`config.mk`:
```
export PLATFORM = sky130hd
export DESIGN_NAME = rtc_seconds_core
export DESIGN_NICKNAME = d
export VERILOG_FILES = /design/src/rtl/rtc_seconds_core.sv
export SDC_FILE = /design/constraint.sdc
export NUM_CORES = 1
export LEC_CHECK = 0
export BUFFER_PORTS_ARGS = -buffer_cell sky130_fd_sc_hd__buf_2
export CAP_MARGIN = 20
export CORE_MARGIN = 5
export CORE_UTILIZATION = 61
export CTS_BUF_LIST = sky130_fd_sc_hd__clkbuf_4
export CTS_CLUSTER_DIAMETER = 200
export CTS_CLUSTER_SIZE = 28
export DETAILED_ROUTE_END_ITERATION = 8
export PLACE_DENSITY = 0.79
export SYNTH_ARGS = -nofsm -noshare
export SYNTH_HDL_FRONTEND = slang
export SYNTH_SLANG_ARGS = --single-unit
```
`constraint.sdc`:
```
create_clock -name clk -period 4.09 [get_ports clk]
set_input_delay 0.2045 -clock clk [delete_from_list [all_inputs] [get_ports clk]]
set_output_delay 0.2045 -clock clk [all_outputs]
set_load 0.02 [all_outputs]
```
`src/rtl/rtc_seconds_core.sv`:
```
module rtc_seconds_core #(
  parameter int AW = 7,
  parameter int DW = 32,
  parameter int CNT_W = 16,
  parameter int FRAC_W = 4,
  parameter logic [CNT_W+FRAC_W:0] CAL_RST = 21'h198233
) (
  input  logic          clk,
  input  logic          rst_n,
  input  logic          tick_en,
  input  logic [AW-1:0] reg_addr,
  input  logic          reg_wr,
  input  logic [DW-1:0] reg_wdata,
  output logic [DW-1:0] reg_rdata,
  output logic          sec_irq
);
  localparam int CAL_W = CNT_W + FRAC_W + 1;
  localparam logic [AW-1:0] A_SETW = AW'('h00);
  localparam logic [AW-1:0] A_SETR = AW'('h04);
  localparam logic [AW-1:0] A_CAL  = AW'('h08);
  localparam logic [AW-1:0] A_CUR  = AW'('h10);
  localparam logic [AW-1:0] A_STS  = AW'('h20);
  localparam logic [AW-1:0] A_CTL  = AW'('h40);

  logic [CAL_W-1:0]  cal;
  logic [CNT_W-1:0]  tick_cnt;
  logic [FRAC_W-1:0] frac_acc;
  logic [DW-1:0]     set_val, cur;
  logic              pending, sts, irq_en, batt_en;

  wire cal_wr = reg_wr && reg_addr == A_CAL;
  wire set_wr = reg_wr && reg_addr == A_SETW;
  wire sts_wr = reg_wr && reg_addr == A_STS;
  wire ctl_wr = reg_wr && reg_addr == A_CTL;

  wire [CNT_W-1:0]  cal_div  = cal[CNT_W-1:0];
  wire [FRAC_W-1:0] cal_frac = cal[CNT_W+FRAC_W-1:CNT_W];
  wire              cal_fen  = cal[CAL_W-1];
  wire [FRAC_W:0]   acc_sum  = {1'b0, frac_acc} + {1'b0, cal_frac};
  wire              extra    = cal_fen & acc_sum[FRAC_W];
  wire [CNT_W:0]    last     = {1'b0, cal_div} + (CNT_W+1)'(extra) - (CNT_W+1)'(1);
  wire              sec_evt  = tick_en && ({1'b0, tick_cnt} == last);

  always_ff @(posedge clk or negedge rst_n) begin
    if (!rst_n) begin
      cal      <= CAL_RST;
      tick_cnt <= '0;
      frac_acc <= '0;
    end else begin
      if (cal_wr) cal <= reg_wdata[CAL_W-1:0];
      if (cal_wr) tick_cnt <= '0;
      else if (sec_evt) tick_cnt <= '0;
      else if (tick_en) tick_cnt <= tick_cnt + 1'b1;
      if (sec_evt && cal_fen) frac_acc <= acc_sum[FRAC_W-1:0];
    end
  end

  always_ff @(posedge clk or negedge rst_n) begin
    if (!rst_n) begin
      set_val <= '0;
      cur     <= '0;
      pending <= 1'b0;
    end else begin
      if (sec_evt) cur <= pending ? set_val : cur + 1'b1;
      if (set_wr) begin
        set_val <= reg_wdata;
        pending <= 1'b1;
      end else if (sec_evt) begin
        pending <= 1'b0;
      end
    end
  end

  always_ff @(posedge clk or negedge rst_n) begin
    if (!rst_n) begin
      sts     <= 1'b0;
      irq_en  <= 1'b0;
      batt_en <= 1'b0;
    end else begin
      if (sec_evt) sts <= 1'b1;
      else if (sts_wr && reg_wdata[0]) sts <= 1'b0;
      if (ctl_wr) begin
        irq_en  <= reg_wdata[0];
        batt_en <= reg_wdata[DW-1];
      end
    end
  end

  always_comb begin
    reg_rdata = '0;
    unique case (reg_addr)
      A_SETR:  reg_rdata = set_val;
      A_CAL:   reg_rdata = DW'(cal);
      A_CUR:   reg_rdata = cur;
      A_STS:   reg_rdata = DW'(sts);
      A_CTL:   reg_rdata = {batt_en, {(DW-2){1'b0}}, irq_en};
      default: reg_rdata = '0;
    endcase
  end

  assign sec_irq = sts & irq_en;
endmodule


```
# ---- Yosys cells after proc, flatten, opt, wreduce, memory -nomap -nowiden
# Index checks and enable logic that the tools add are counted.
dict set report word_totals {
  wordCells 42
  ff_bits 109
  in_bits 43
  out_inout_bits 33
}
dict set report classes {
  n_eq_ne 6
  n_reduce_logical 11
  addsub 5
  bitwise 2
  muxes 9
}
# cell n
set ops {}
lappend ops {{$pmux 32 s5} 1}
lappend ops {{$mux 16} 3}
lappend ops {{$add 32x1->32 const B} 1}
lappend ops {{$mux 32} 1}
lappend ops {{$add 16x1->17} 1}
lappend ops {{$eq 16x17->1} 1}
lappend ops {{$sub 17x1->17 const B} 1}
lappend ops {{$add 16x1->16 const B} 1}
lappend ops {{$eq 7x3->1 const B} 1}
lappend ops {{$eq 7x4->1 const B} 1}
lappend ops {{$eq 7x5->1 const B} 1}
lappend ops {{$eq 7x6->1 const B} 1}
lappend ops {{$eq 7x7->1 const B} 1}
lappend ops {{$logic_and 1x1->1} 7}
lappend ops {{$logic_not 7->1} 1}
lappend ops {{$add 4x4->5} 1}
lappend ops {{$mux 1} 4}
lappend ops {{$reduce_bool 2->1} 2}
lappend ops {{$reduce_bool 3->1} 1}
lappend ops {{$and 1x1->1} 2}

# ---- Logic depth before layout (Yosys ltp)
# Gate-level depths: netlist (run 1).
dict set report logic_depth {
  word_depth 8
  ltp_mapped 17
  ltp_nobuf 15
}

# ---- Worst setup path after synthesis (run 1)
# Ideal clock, no wire load.
dict set report synth_timing {
  path_kind {reg-to-reg}
  start {register cal[16]}
  end {register cur[12]}
  t_arrival_ps 3578
  path_buffers 2
  required_time_ps 3969
  path_slack_ps 391
  stages_incl_launch_ff 18
  setup_time_ps 121
  synth_period_minus_slack_ps 3699
  cell_sequence {dfstp_2 ha_1 inv_1 fa_1 nor2b_1 o21a_1 o21ai_0 ha_1 ha_1 nor3b_1 nand3_1 or3b_2 a2111oi_0 nand3_1 or2_1 buf_2 buf_6 o22a_1}
}
dict set report synth_via {
  elab_chain_len 6
}
# item line
set synth_lines {}
lappend synth_lines {{from (decl)} 25} ;# logic [CAL_W-1:0] cal;
lappend synth_lines {{from (signal assigned)} 50} ;# if (cal_wr) cal <= reg_wdata[CAL_W-1:0];
lappend synth_lines {{$add 4x4->5} 39} ;# wire [FRAC_W:0] acc_sum = {1'b0, frac_acc} + {1'b0, cal_frac};
lappend synth_lines {{$and 1x1->1} 40} ;# wire extra = cal_fen & acc_sum[FRAC_W];
lappend synth_lines {{$add 16x1->17} 41} ;# wire [CNT_W:0] last = {1'b0, cal_div} + (CNT_W+1)'(extra) - (CNT_W+1)'(1);
lappend synth_lines {{$sub 17x1->17} 41}
lappend synth_lines {{$eq 16x17->1} 42} ;# wire sec_evt = tick_en && ({1'b0, tick_cnt} == last);
lappend synth_lines {{$logic_and 1x1->1} 42}
lappend synth_lines {{to (signal assigned)} 64} ;# if (sec_evt) cur <= pending ? set_val : cur + 1'b1;
lappend synth_lines {{to (decl)} 28} ;# logic [DW-1:0] set_val, cur;
# Every way passes these cells.
# A chain may end at the register's enable or synchronous reset.

# ---- Final worst setup path (run 1)
dict set report layout_timing {
  start {register cal[16]}
  end {register cur[31]}
}
# The elaborated chain is that of the path after synthesis.

==> results.txt, run 1 <==
area growth from synthesis to layout: 16.0%
Req. time, crit path: 4.45 ns
DRC: 0
Post-synth ARST share: 100%
# H-tree levels: 3
multiplexer share of the synthesized area: 12.0%
vias per inst: 6.37
Worst-path clk slew: 0.15 ns
Crit Path Category: reg -> reg
sequential area share after synthesis: 43.3%
Max Fclk: 0.256 GHz
core area: 10200 um2
Finished Layout Cells: 866
Fin Hold WS: 0.0662 ns
Least-Margin Pin Slew: 1.07 ns
Worst setup SP type: flop
later-pin clock latency in the skew report: 0.48 ns
Synth Flop Type: dfrtp_1
CTS tree: yes
routability cong.: 0.888
wire length per cell: 18.5 um
Port Buf Inserts: 75
Pwr Density: 309 nW/um2
Leak Pwr: 3.46 nW
distinct cell type count after synthesis: 64
Final Max Slew Viols: 0
number of synthesized flops with an enable pin: 0
r2r endpoint: cur[31]
number of buffers created by CTS: 9
clock root cell: clkbuf_4
Max-cap violations: 0
diodes inserted: 0
outcome: completed
Register Area: 2740 um2
I/O pin count: 76
post-synthesis xor/xnor area fraction: 4.57%
final wirelength: 16100 um
CP Max Fanout: 29
Mapped Cells: 639
Worst Setup SP: cal[16]
Slew Limit Headroom: 28.7%
reg2reg path depth: 17
Setup crit end kind: flop
flops & latches, synth: 109
end of the critical path: cur[31]
Synth Cell Area: 6320 um2
Die X: 112 um
Synth Area in Compound Gates: 17.0%
Die Ht: 112 um
clock sink count: 109
Row Count: 37
gr usage total: 25.9%
worst path arrival time: 4.26 ns
drt pass-1 iters: 5
Final period util: 95.4%
post-detail-place hpwl: 10800 um
final-report setup violation count: 0
largest family of logic cells by synthesized area: compound AO/OA/AOI/OAI gates
antenna viol nets, final: 0
post-synthesis simple-gate area fraction: 16.0%
Fillers: 765
skew final: 0.0229 ns
Synth Area in Adders: 1.90%
share of post-route cells with drive strength above 1: 26.3%
area occupied by multi-input gates: 3330 um2
Period minus WS final: 3.90 ns
die area: 12500 um2
r2r setup slk: 0.19 ns
Final Hold Viols: 0
synth warn: 0
syn_nets: 691
worst hold path class: in -> reg
via count: 5515
initial antenna violation count: 0
Avg Inst Size Synth: 9.89 um2
first-pass GRT wire length: 27000 um
nets@finish: 777
initial drt markers: 666
vias in the first global route: 5430
Reg-to-Reg Start: cal[16]
largest net degree at the start of global routing: 75
Initial Utilization: 61.8%
CTS max path bufs: 2
gr ovfl total: 0
DP Cell Count: 813
maximum vdd drop: 0.296 mV
-- cells by family (layout without fill, tap and decap cells) --
logic type | Yosys count | in the layout
flip-flops | 109 | 109
AO/OA/AOI/OAI | 153 | 153
AND/OR/NAND/NOR | 189 | 189
buffers and inverters | 78 | 169
adder cells (fa/ha/maj) | 9 | 9
multiplexers | 68 | 68
XOR/XNOR | 33 | 33
-- registers in the layout (all words and copies together) (netlist names) --
name      cells
cur          32
set_val      32
cal          21
tick_cnt     16
frac_acc      4
batt_en       1
irq_en        1
pending       1
sts           1
-- synth_stat cells, types with 6 or more instances --
master / count / area, um2
inv_1: 32 / 120
mux2i_1: 8 / 80.1
o21ai_1: 11 / 55.1
nor2_1: 45 / 169
a31oi_1: 12 / 75.1
and2_1: 6 / 37.5
dfstp_2: 9 / 236
nor3_1: 15 / 75.1
nand2_1: 33 / 124
o21ai_0: 21 / 105
a21oi_1: 32 / 160
and3_1: 12 / 75.1
mux2_2: 60 / 676
xor2_1: 15 / 131
dfrtp_1: 100 / 2500
o22a_1: 12 / 105
a222oi_1: 21 / 210
xnor2_1: 18 / 158
buf_2: 7 / 35.0
a22o_1: 11 / 96.3
clkbuf_1: 33 / 124
o211ai_1: 8 / 60.1
nor3b_1: 7 / 52.6
nand3_1: 24 / 120
nand4_1: 8 / 50.1
ha_1: 8 / 100
-- area by class of cell --
class / count / share of cell area, %
Clock buffer: 11 / 1.13
Clock inverter: 5 / 0.717
Inverter: 33 / 1.69
Multi-Input combinational cell: 452 / 45.4
Sequential cell: 109 / 37.4
Tap cell: 136 / 2.32
Timing Repair Buffer: 120 / 11.4
-- worst min path at each step --
stage,start,end,depth (start not counted)
6_report,reg_addr[5],sts,4
5_1_grt,reg_wr,irq_en,3
4_1_cts,reg_addr[5],sts,4
3_5_place_dp,rst_n,set_val[5],1
3_3_place_gp,rst_n,set_val[5],1
2_1_floorplan,rst_n,batt_en,0
-- timing repair --
action                     in CTS  in global routing
setup buffers                   0                  2
hold endpoints to repair      122                  0
setup endpoints to repair       0                 52
hold buffers                   34                  0
gates resized for setup         0                 14
-- layer usage --
layer | track usage [%] | vias up | part of all wire, %
li1 | - | 2531 | -
met1 | 34.6 | 2758 | 42
met2 | 42.2 | 203 | 50
met3 | 5.98 | 23 | 6.0
met4 | 7.46 | 0 | 1.4
met5 | 0 | - | 0
-- worst max-delay path: stages (launching register included) --
cell and delay [ns]:
dfstp_2 0.40, ha_1 0.20, inv_1 0.07, fa_1 0.20, nor2b_1 0.06, o21a_1 0.16, o21ai_0 0.22, ha_2 0.25
ha_2 0.23, or3b_2 0.50, or4_4 0.45, nand3_1 0.16, o31ai_4 0.10, nand4b_1 0.10, buf_4 0.16, buf_8 0.22
mux2i_1 0.22, o211ai_1 0.10
-- cells in the final DEF (no fill, tap or decap), types with 8 or more instances in the layout --
cell type / count
dfrtp_1: 99
buf_2: 74
mux2_2: 60
nor2_1: 44
dlygate4sd3_1: 34
nand2_1: 33
a21oi_1: 32
inv_1: 32
nand3_1: 24
a222oi_1: 21
o21ai_0: 20
xnor2_1: 18
xor2_1: 15
nor3_1: 15
and3_1: 12
a31oi_1: 12
o22a_1: 12
o21ai_1: 12
a22o_1: 11
clkbuf_4: 11
dfstp_2: 9
buf_4: 9
mux2i_1: 8
o211ai_1: 8
nand4_1: 8
-- stage by stage --
step | cell area (um2) | utilization, % | total power (W) | setup slack (ns) | TNS, ns
3_3_place_gp | 6750 | 66.0 | 0.00165 | 0.212 | 0
3_5_place_dp | 6750 | 66.0 | 0.00168 | 0.0727 | 0
5_1_grt | 7330 | 71.7 | 0.00238 | -0.0171 | -0.0328
6_report | 7330 | 71.7 | 0.00226 | 0.186 | 0
4_1_cts | 7230 | 70.6 | 0.00224 | 0.0270 | 0
2_1_floorplan | 6320 | - | 0.00155 | 0.391 | 0
-- power by group --
| group | switching, W | internal [W] |
|---|---|---|
| sequential | 0.000123 | 0.00115 |
| combinational | 0.000223 | 0.000219 |
| clock | 0.000347 | 0.000198 |
| total | 0.000693 | 0.00157 |
(Power assumes the default switching activity.)
==> inputs of run 2 (changes only) <==
--- a/config.mk
+++ b/config.mk
@@ -14,6 +14,7 @@
 export CTS_CLUSTER_SIZE = 28
 export DETAILED_ROUTE_END_ITERATION = 8
 export PLACE_DENSITY = 0.79
+export SETUP_SLACK_MARGIN = 0.02
 export SYNTH_ARGS = -nofsm -noshare
 export SYNTH_HDL_FRONTEND = slang
 export SYNTH_SLANG_ARGS = --single-unit
==> constraint.sdc (replaced) <==
create_clock -name clk -period 4.09 [get_ports clk]
set_input_delay 0.6135 -clock clk [delete_from_list [all_inputs] [get_ports clk]]
set_output_delay 0.6135 -clock clk [all_outputs]
set_load 0.02 [all_outputs]
==> run 2 against run 1 <==
- hold slack better by 0.091 ns
- die area stayed put
- register-to-register slack worse by 0.02 ns
- sequential power hardly changed
- first-iteration DRC count is 12% lower
- highest routed layer unchanged
==> results.txt, run 2 (synthesis gave the netlist of run 1 again) <==
routed wl met3: 1150 um (+20%)
Finished Layout Cells: 833 (-3.8%)
I/O pin count: 76 (unchanged)
Fillers: 805 (+5.2%)
worst path arrival time: 4.30 ns (+0.04 ns)
CTS max path bufs: 2 (unchanged)
post-detail-place hpwl: 11100 um (+2.4%)
drt pass-1 iters: 7 (+2)
commonest cells after routing, fill and taps aside: dfrtp_1 (99), buf_2 (74), mux2_2 (60), nor2_1 (44), nand2_1 (33)
Max-cap violations: 0 (unchanged)
WL met2: 7900 um (-2.3%)
final wirelength: 15700 um (-2.4%)
gr ovfl total: 0 (unchanged)
Setup crit end kind: flop
clock sink count: 109 (unchanged)
CTS tree: yes
vias per inst: 6.44 (+1.2%)
Die Ht: 112 um (unchanged)
Initial Utilization: 61.8% (unchanged)
# H-tree levels: 3 (unchanged)
Slew Limit Headroom: 28.5% (-0.23 points)
wire length per cell: 18.8 um (+1.5%)
initial drt markers: 587 (-12%)
via count: 5367 (-2.7%)
CP Max Fanout: 5 (-83%)
largest net degree at the start of global routing: 64 (-15%)
Hold-fix buffers, CTS: 0 (-100%)
Register Area: 2740 um2 (unchanged)
gr usage total: 25.6% (-0.21 points)
Port Buf Inserts: 75 (unchanged)
highest metal used: met4
first-pass GRT wire length: 26500 um (-1.7%)
Worst path top cell family by delay: simple AND/OR/NAND/NOR gates
setup_tns: 0 ns (unchanged)
Req. time, crit path: 4.47 ns (+0.02 ns)
Crit Path Category: reg -> reg
core area: 10200 um2 (unchanged)
routability cong.: 0.902 (+1.6%)
Row Count: 37 (unchanged)
antenna viol nets, final: 0 (unchanged)
slowest CP cell: dfstp_2
Final period util: 95.9% (+0.42 points)
area occupied by multi-input gates: 3320 um2 (-0.34%)
Least-Margin Pin Slew: 1.07 ns (+0.00350 ns)
Worst-path clk slew: 0.15 ns (about the same)
diodes inserted: 0 (unchanged)
Cell Chain, Critical Path: ha_1, inv_1, fa_1, nor2b_1, o21a_1, o21ai_0, ha_1, ha_2, nor3b_2, nand3_1, or3b_2, a2111oi_4, nand3_1, buf_4, o31ai_1, o21ai_1
worst hold path class: in -> async
Final Hold Viols: 0 (unchanged)
final-report setup violation count: 0 (unchanged)
area growth from synthesis to layout: 10.4%
Leak Pwr: 3.32 nW (-4.0%)
die area: 12500 um2 (unchanged)
Max Fclk: 0.255 GHz (-0.44%)
initial antenna violation count: 0 (unchanged)
vias in the first global route: 5415 (-0.28%)
later-pin clock latency in the skew report: 0.50 ns (+0.02 ns)
clock root cell: clkbuf_4
Die X: 112 um (unchanged)
DRC: 0 (unchanged)
skew final: 0.0119 ns (-0.0110 ns)
nets@finish: 744 (-4.2%)
maximum vdd drop: 0.468 mV (+58%)
Final Max Slew Viols: 0 (unchanged)
outcome: completed
DP Cell Count: 815 (+0.25%)
Pwr Density: 326 nW/um2 (+5.5%)
WP buf/inv: 2 (-1)
commonest non-fill, non-tap cell in the layout: dfrtp_1
CP peak stage delay: 0.57 ns (+0.07 ns)
Worst setup SP type: flop
number of buffers created by CTS: 9 (unchanged)
share of post-route cells with drive strength above 1: 27.4% (+1.1 points)
registers with the most flip-flops: cur: 32 flops, set_val: 32 flops, cal: 21 flops
Period minus WS final: 3.92 ns (+0.0171 ns)
RSZ-0062 raised after global routing: true
Post-Route M1 WL: 6370 um (-6.1%)
-- run 2: cell types whose count changed in the layout (fill, tap and decap cells not counted), sizes merged --
cell	before	now
dlygate4sd3	34	0
buf	86	87
bufinv	1	2
clkbuf	11	10
-- run 2: path summary, 6_finish.rpt --
check	from	end	slack, ns	depth (start not counted)
max in group asynchronous	rst_n	cal[16]	3.05	2
hold reg to reg	frac_acc[2]	frac_acc[2]	0.54	1
setup reg to reg	cal[16]	cur[22]	0.17	16
hold / removal	rst_n	set_val[1]	0.16	1
setup / recovery	cal[16]	cur[22]	0.17	16
min in group clk	reg_wdata[28]	set_val[28]	0.32	3
-- run 2: timing repair --
item                                    4_1_cts  5_1_grt
endpoints found under the setup margin        0       51
endpoints found under the hold margin         0        0
buffers inserted                              0        2
gates resized for setup                       0       12
-- run 2: routing by layer --
metal / track usage [%] / up-vias
met5: 0 / -
met4: 8.60 / 0
met3: 5.05 / 28
met2: 43.1 / 221
met1: 33.3 / 2652
li1: - / 2466
-- run 2: layout make-up --
type                    instances  share of cell area, %
clock buffers                  10                   1.08
well taps                     136                   2.44
inverters                      33                   1.77
multi-input cells             452                   47.5
flip-flops and latches        109                   39.3
repair buffers                 87                   6.81
clock inverters                 6                   1.11
-- run 2: report_power, final --
part | switching, W | internal [W] | total [W] | leakage (nW)
clock network | 0.000347 | 0.000249 | 0.000596 | 0.0852
registers | 0.000123 | 0.00115 | 0.00128 | 1.42
logic | 0.000206 | 0.000196 | 0.000402 | 1.82
total | 0.000676 | 0.00160 | 0.00227 | 3.32
-- run 2: worst register-to-register path: stages, from the launching register on --
cell and delay, ns:
dfstp_2 0.57, ha_1 0.16, inv_1 0.05, fa_1 0.39, nor2b_1 0.15, o21a_1 0.12
o21ai_0 0.09, ha_1 0.23, ha_2 0.21, nor3b_2 0.17, nand3_1 0.09, or3b_2 0.49
a2111oi_4 0.32, nand3_1 0.16, buf_4 0.16, o31ai_1 0.31, o21ai_1 0.11
-- run 2: through the flow --
step / area (um2) / setup slack, ns / hold slack, ns / power, W / util, %
finish: 6980 / 0.169 / 0.157 / 0.00227 / 68.2
floorplan: 6320 / 0.391 / 0.318 / 0.00155 / -
global route: 6980 / 0.00212 / 0.217 / 0.00238 / 68.2
detailed placement: 6770 / 0.0691 / 0.508 / 0.00167 / 66.1
CTS: 6920 / 0.0309 / 0.159 / 0.00227 / 67.6
global placement: 6770 / 0.213 / 0.494 / 0.00165 / 66.1
